==> config.mk <==
export PLATFORM = sky130hd
export DESIGN_NAME = burst_addr_ctr
export DESIGN_NICKNAME = d
export VERILOG_FILES = /design/src/rtl/burst_addr_pkg.sv /design/src/rtl/burst_addr_arb.sv /design/src/rtl/burst_addr_next.sv /design/src/rtl/burst_addr_ctr.sv
export SDC_FILE = /design/constraint.sdc
export NUM_CORES = 1
export LEC_CHECK = 0
export BUFFER_PORTS_ARGS = -buffer_cell sky130_fd_sc_hd__buf_2
export CORE_MARGIN = 1.5
export CORE_UTILIZATION = 47
export CTS_CLUSTER_DIAMETER = 30
export CTS_CLUSTER_SIZE = 10
export DETAILED_ROUTE_END_ITERATION = 8
export PLACE_DENSITY_LB_ADDON = 0.08
export SYNTH_ARGS = -nofsm -noshare
export SYNTH_HDL_FRONTEND = slang
export SYNTH_SLANG_ARGS = --single-unit
==> constraint.sdc <==
create_clock -name clk -period 1.6 [get_ports clk]
set_input_delay 0 -clock clk [delete_from_list [all_inputs] [get_ports clk]]
set_output_delay 0 -clock clk [all_outputs]
set_load 0.02 [all_outputs]
==> src/rtl/burst_addr_pkg.sv <==
package burst_addr_pkg;
  typedef enum logic [1:0] {
    ACT_HOLD  = 2'd0,
    ACT_STEP  = 2'd1,
    ACT_LOAD  = 2'd2,
    ACT_CLEAR = 2'd3
  } addr_act_e;
endpackage

==> src/rtl/burst_addr_arb.sv <==
module burst_addr_arb
  import burst_addr_pkg::*;
(
  input  logic      clr_n,
  input  logic      ld_n,
  input  logic      adv_n,
  output addr_act_e act
);
  // Fixed precedence: clear, load, step, hold
  always_comb begin
    if (!clr_n)      act = ACT_CLEAR;
    else if (!ld_n)  act = ACT_LOAD;
    else if (!adv_n) act = ACT_STEP;
    else             act = ACT_HOLD;
  end
endmodule

==> src/rtl/burst_addr_next.sv <==
module burst_addr_next
  import burst_addr_pkg::*;
#(
  parameter int ADDR_W = 14
) (
  input  addr_act_e         act,
  input  logic [ADDR_W-1:0] cur,
  input  logic [ADDR_W-1:0] ext,
  output logic [ADDR_W-1:0] nxt
);
  localparam logic [ADDR_W-1:0] ONE = ADDR_W'(1);

  always_comb begin
    unique case (act)
      ACT_CLEAR: nxt = '0;
      ACT_LOAD:  nxt = ext;
      ACT_STEP:  nxt = cur + ONE;  // natural wrap at the top address
      default:   nxt = cur;
    endcase
  end
endmodule

==> src/rtl/burst_addr_ctr.sv <==
module burst_addr_ctr
  import burst_addr_pkg::*;
#(
  parameter int ADDR_W = 14
) (
  input  logic              clk,
  input  logic              clr_n,
  input  logic              ld_n,
  input  logic              adv_n,
  input  logic [ADDR_W-1:0] ext_addr,
  output logic [ADDR_W-1:0] addr
);
  localparam logic [ADDR_W-1:0] TOP_ADDR = {ADDR_W{1'b1}};

  addr_act_e         act;
  logic [ADDR_W-1:0] nxt;
  logic [ADDR_W-1:0] addr_q = '0;   // powers up at zero
  logic              primed = 1'b0; // set once an edge has been seen

  burst_addr_arb u_arb (
    .clr_n (clr_n),
    .ld_n  (ld_n),
    .adv_n (adv_n),
    .act   (act)
  );

  burst_addr_next #(.ADDR_W(ADDR_W)) u_next (
    .act (act),
    .cur (addr_q),
    .ext (ext_addr),
    .nxt (nxt)
  );

  always_ff @(posedge clk) begin
    addr_q <= nxt;
    primed <= 1'b1;
  end

  assign addr = addr_q;

  // Checks tied to the requirements, sampled at each edge
  assert_clear_wins_R1: assert property (@(posedge clk) disable iff (!primed)
    !clr_n |=> (addr == '0));

  assert_load_R2: assert property (@(posedge clk) disable iff (!primed)
    (clr_n && !ld_n) |=> (addr == $past(ext_addr)));

  assert_hold_R3: assert property (@(posedge clk) disable iff (!primed)
    (clr_n && ld_n && adv_n) |=> $stable(addr));

  assert_step_R4: assert property (@(posedge clk) disable iff (!primed)
    (clr_n && ld_n && !adv_n) |=> (addr == ADDR_W'($past(addr) + 1'b1)));

  assert_wrap_R5: assert property (@(posedge clk) disable iff (!primed)
    (clr_n && ld_n && !adv_n && addr == TOP_ADDR) |=> (addr == '0));

  always_comb begin
    if (!primed) assert_powerup_R6: assert (addr == '0);
  end
endmodule

# Word level (Yosys, flattened, before mapping)

Cells that the tools add are included.

Output and inout bits: 14
Logic and storage cells: 10
Flip-flop bits (word level): 14

$add $sub $neg: 1
Reductions and logical operators: 1
Multiplexer cells: 4
Equality and inequality tests: 3

Operators by type and width:

| operator                                                         | number |
|---|---|
| 14-bit case mux with 3 select lines                              | 1 |
| 14-bit by 1-bit adder with 14-bit output (second input constant) | 1 |
| 2-bit == test (second input constant)                            | 2 |
| 2-bit 2-to-1 mux                                                 | 2 |
| 3-bit nonzero test                                               | 1 |
| 2-bit by 1-bit == test with 1-bit output (second input constant) | 1 |
| 1-bit 2-to-1 mux                                                 | 1 |

# Longest topological paths before layout

Depth in word-level cells: 5
Mapped depth: 5
Depth with buffers taken out: 5

# By module

Synthesis repeated with hierarchy kept, for this count alone.

Cell total of the unflattened synthesis: 103
Area total of the unflattened synthesis: 892.1 um2

By module, submodules not included:

| module          | times used | area each (um2) | seq. area each (um2) | cells each |
|---|---|---|---|---|
| burst_addr_next | 1          | 595.6           | 0.0                  | 86 |
| burst_addr_ctr  | 1          | 280.3           | 280.3                | 14 |
| burst_addr_arb  | 1          | 16.3            | 0.0                  | 3 |

# Worst setup path after synthesis

OpenSTA, ideal clock, no wires.

Path kind: flip-flop to flip-flop
Start point: register addr_q[0], in the netlist addr[0]
End point: register addr_q[12], in the netlist addr[12], data pin
Slack: 0.011 ns
Stages on the path, launching flop included: 6
Arrival: 1.325 ns
Cells stage by stage: edfxtp_1 > ha_1 > and3_1 > nand4_1 > xor2_1 > o21ai_1

Cells in the longest elaborated chain, start to end: 2

Ends and longest elaborated chain:

| element                                  | line                  | text |
|---|---|---|
| start, declared                          | burst_addr_ctr.sv:17  | `logic [ADDR_W-1:0] addr_q = '0;` |
| start signal, assigned                   | burst_addr_ctr.sv:35  | `addr_q <= nxt;` |
| 14-bit by 1-bit adder with 14-bit output | burst_addr_next.sv:17 | `ACT_STEP: nxt = cur + ONE;` |
| 14-bit case mux with 3 select lines      | burst_addr_next.sv:14 | `unique case (act)` |
| via nxt[12]                              | burst_addr_ctr.sv:16  | `logic [ADDR_W-1:0] nxt;` |

The timed path passes the listed nets, and every way through them passes these cells.
A chain may end at the register's enable or synchronous reset.

# Worst setup path in the final report

Start point: register addr_q[3], in the netlist addr[3]
End point: register addr_q[13], in the netlist addr[13], data pin

Same word-level chain as after synthesis.

==> results.cfg <==
[outcome]
result_of_the_run = complete, but fails checks
violations = negative hold slack

[clocking]
cts.root.buffer_cell = sky130_fd_sc_hd__clkbuf_4
cts-htree-levels = 1
number_of_clock_buffers_inserted_by_tritoncts = 3
max-clock-path-buffers = 2
worstSkewPairLatency_ns = 0.28
worst_setup_hold_path_clk_slew_ns = 0.09
tritoncts = yes
clock_sinks = 14

[min_path]
worst_hold_startpoint = ext_addr[3]
worstHoldEndpoint = addr[3]$_DFFE_PP_
min_path_cells = 3
hold_path.class = input port to register

[placement]
routabilityCongestion = 0.703
numPortBuffers = 31
post-dp-hpwl_microns = 1260
place.detailed.instances = 131

[sta]
finalSetupViolCount = 0
fin_tns_setup_ns = 0
final_slew_viol_count = 0
finalHoldViolations = 1
finalHoldWorstSlack_ns = -0.000219
worstMarginPinSlew_ns = 0.929
post-route-period-util = 0.928
fin_skew_ns = 0.00614
relSlewSlack = 0.379
fmaxAchievable_ghz = 0.673
rsz_0062_raised_after_global_routing = false
finalWorstPathRequiredPeriod_ns = 1.48

[layout]
highest_count_cells_in_the_layout_ignoring_fill_and_taps = sky130_fd_sc_hd__buf_2, sky130_fd_sc_hd__nand2_1, sky130_fd_sc_hd__edfxtp_1
antenna_cells = 0
multiInputGateArea_sq_um = 402
largest_register_ff_count = 14
area_growth_syn_to_layout_pct = 39.2
post_route_cells_drive_above_1_share = 0.336
num-nets-final = 148
final.fill_count = 152
mostFrequentLayoutCell = sky130_fd_sc_hd__buf_2
regArea_sq_um = 420
layoutNonFillerInstCount = 145

[setup_path]
timing.critical_path.fanout_max = 6
regToRegSetupSlack_ns = 0.12
crit-reg2reg-capture = addr[13]$_DFFE_PP_
worst_ep_required_time_ns = 1.62
critPathLaunchType = register
rr_worst_depth = 4
cp.arrival_ns = 1.51
timing.critical_path.to_type = register
worstSetupPathType = register to register
crit-reg2reg-launch = addr[3]$_DFFE_PP_

[synth]
syn-cell-area_sq_um = 831
synthesis.instances = 81
seq_total_area_yosys = 0.506
ys_seq_elements = 14
ys_warn_count = 0
synth.lib_cells_used.distinct = 20
synth_fp_nets = 100
syn_avg_cell_area_sq_um = 10.3

[floorplanning]
floorplan.initialDensity = 0.492
dieHeight_microns = 45.0
std_cell_rows = 15
die_area_sq_mm = 0.00203
ios = 32
chipWidth_microns = 45.0
placeableCoreArea_sq_mm = 0.00169

[detailed_routing]
antenna_violating_nets_post_route = 0
drtIter0Drc = 8
vias_per_cell = 5.08
detailedRoute.firstPassIterationCount = 4
avgRoutedWirePerCell_microns = 12.6
drc_errors = 0
detailroute.via_count = 737
finalWirelength_microns = 1830

[global_routing]
grt_pass1_wl_microns = 2900
antenna_found_initial = 0
vias_in_the_first_global_route = 693
track_usage = 0.199
maximum_number_of_pins_on_one_net_before_global_route_repair = 15
globalRouteOverflowTotal = 0

[pwr]
fin_total_pwr_uw = 867
p_per_area_mw_per_mm2 = 750
static_leak_uw = 0.000499
irDropWorstVdd_mv = 0.504

[run]
maxCapViolations = 0
-- cell usage after synthesis --
cell type                   n  share of area
sky130_fd_sc_hd__o21ai_1    7          0.042
sky130_fd_sc_hd__nor4_4     1          0.026
sky130_fd_sc_hd__and3_1     3          0.023
sky130_fd_sc_hd__clkbuf_1   2         0.0090
sky130_fd_sc_hd__nand3b_1   1         0.0090
sky130_fd_sc_hd__and4_1     1          0.011
sky130_fd_sc_hd__xor2_1     6          0.063
sky130_fd_sc_hd__nand2_1   17          0.077
sky130_fd_sc_hd__ha_1       1          0.015
sky130_fd_sc_hd__nor2b_1    1         0.0075
sky130_fd_sc_hd__nand4_2    1          0.015
sky130_fd_sc_hd__nand3_4    1          0.021
sky130_fd_sc_hd__nand4_1    2          0.015
sky130_fd_sc_hd__inv_1      1         0.0045
sky130_fd_sc_hd__xnor2_1    6          0.063
sky130_fd_sc_hd__nor3_1     2          0.012
sky130_fd_sc_hd__o21ai_0    7          0.042
sky130_fd_sc_hd__nand3_1    5          0.030
sky130_fd_sc_hd__nor2_1     2         0.0090
sky130_fd_sc_hd__edfxtp_1  14           0.51
-- power by group --
part / switching, uW / internal, uW / total, uW
logic: 96.8 / 84.0 / 181
registers: 34.4 / 438 / 472
clock network: 124 / 90.6 / 214
total: 255 / 612 / 867
-- routing by layer --
layer	up-vias	global-route usage	wire length, microns
met1	323	0.255	818
li1	387	-	-
met3	4	0.0360	85
met5	-	0	0
met2	23	0.337	911
met4	0	0.0706	17
-- metrics by stage --
| step | area (sq um) | setup WS, ns | utilization | hold slack [ns] |
|---|---|---|---|---|
| after floorplan | 831 | 0.0107 | - | 0.187 |
| after global placement | 1030 | 0.139 | 0.610 | 0.274 |
| after detailed placement | 1030 | 0.0811 | 0.610 | 0.283 |
| after CTS | 1150 | 0.0679 | 0.679 | 0.000940 |
| after global routing | 1160 | 0.0229 | 0.684 | 0.00293 |
| final | 1160 | 0.115 | 0.684 | -0.000219 |
-- cell type report --
cell class	count	area share
Clock inverter	1	0.00325
Inverter	1	0.00325
Multi-Input combinational cell	64	0.347
Tap cell	17	0.0184
Clock buffer	3	0.0195
Sequential cell	14	0.364
Timing Repair Buffer	45	0.245
-- kinds of logic (layout without fill, tap and decap cells) --
group                      Yosys count  in the layout  share of synthesized area
DFF                                 14             14                      0.506
xor gates and xnor gates            12             12                      0.127
and+or+nand+nor                     37             37                      0.255
buffers and inverters                3             50                     0.0136
adders and majority gates            1              1                     0.0151
AOI/OAI and AO/OA                   14             14                     0.0843
-- critical path, stage by stage (launching register included) --
cell and delay (ns):
sky130_fd_sc_hd__edfxtp_1 0.47, sky130_fd_sc_hd__nand4_2 0.21, sky130_fd_sc_hd__nor4_4 0.32, sky130_fd_sc_hd__xnor2_1 0.16, sky130_fd_sc_hd__o21ai_1 0.08
-- what timing repair did --
| action | in CTS | in global routing |
|---|---|---|
| setup buffers | 0 | 1 |
| gates resized for setup | 0 | 1 |
| endpoints found under the hold margin | 9 | 0 |
| hold buffers | 9 | 0 |
| setup endpoints to repair | 0 | 1 |
-- how the worst max path moves through the flow --
stage                       from                  to  slack [ns]
2_1_floorplan  addr[0]$_DFFE_PP_  addr[12]$_DFFE_PP_        0.01
3_3_place_gp   addr[0]$_DFFE_PP_  addr[12]$_DFFE_PP_        0.14
3_5_place_dp   addr[0]$_DFFE_PP_  addr[12]$_DFFE_PP_        0.08
4_1_cts        addr[0]$_DFFE_PP_  addr[12]$_DFFE_PP_        0.07
5_1_grt        addr[3]$_DFFE_PP_  addr[13]$_DFFE_PP_        0.02
6_report       addr[3]$_DFFE_PP_  addr[13]$_DFFE_PP_        0.12
Power figures use the tool's default switching activity.
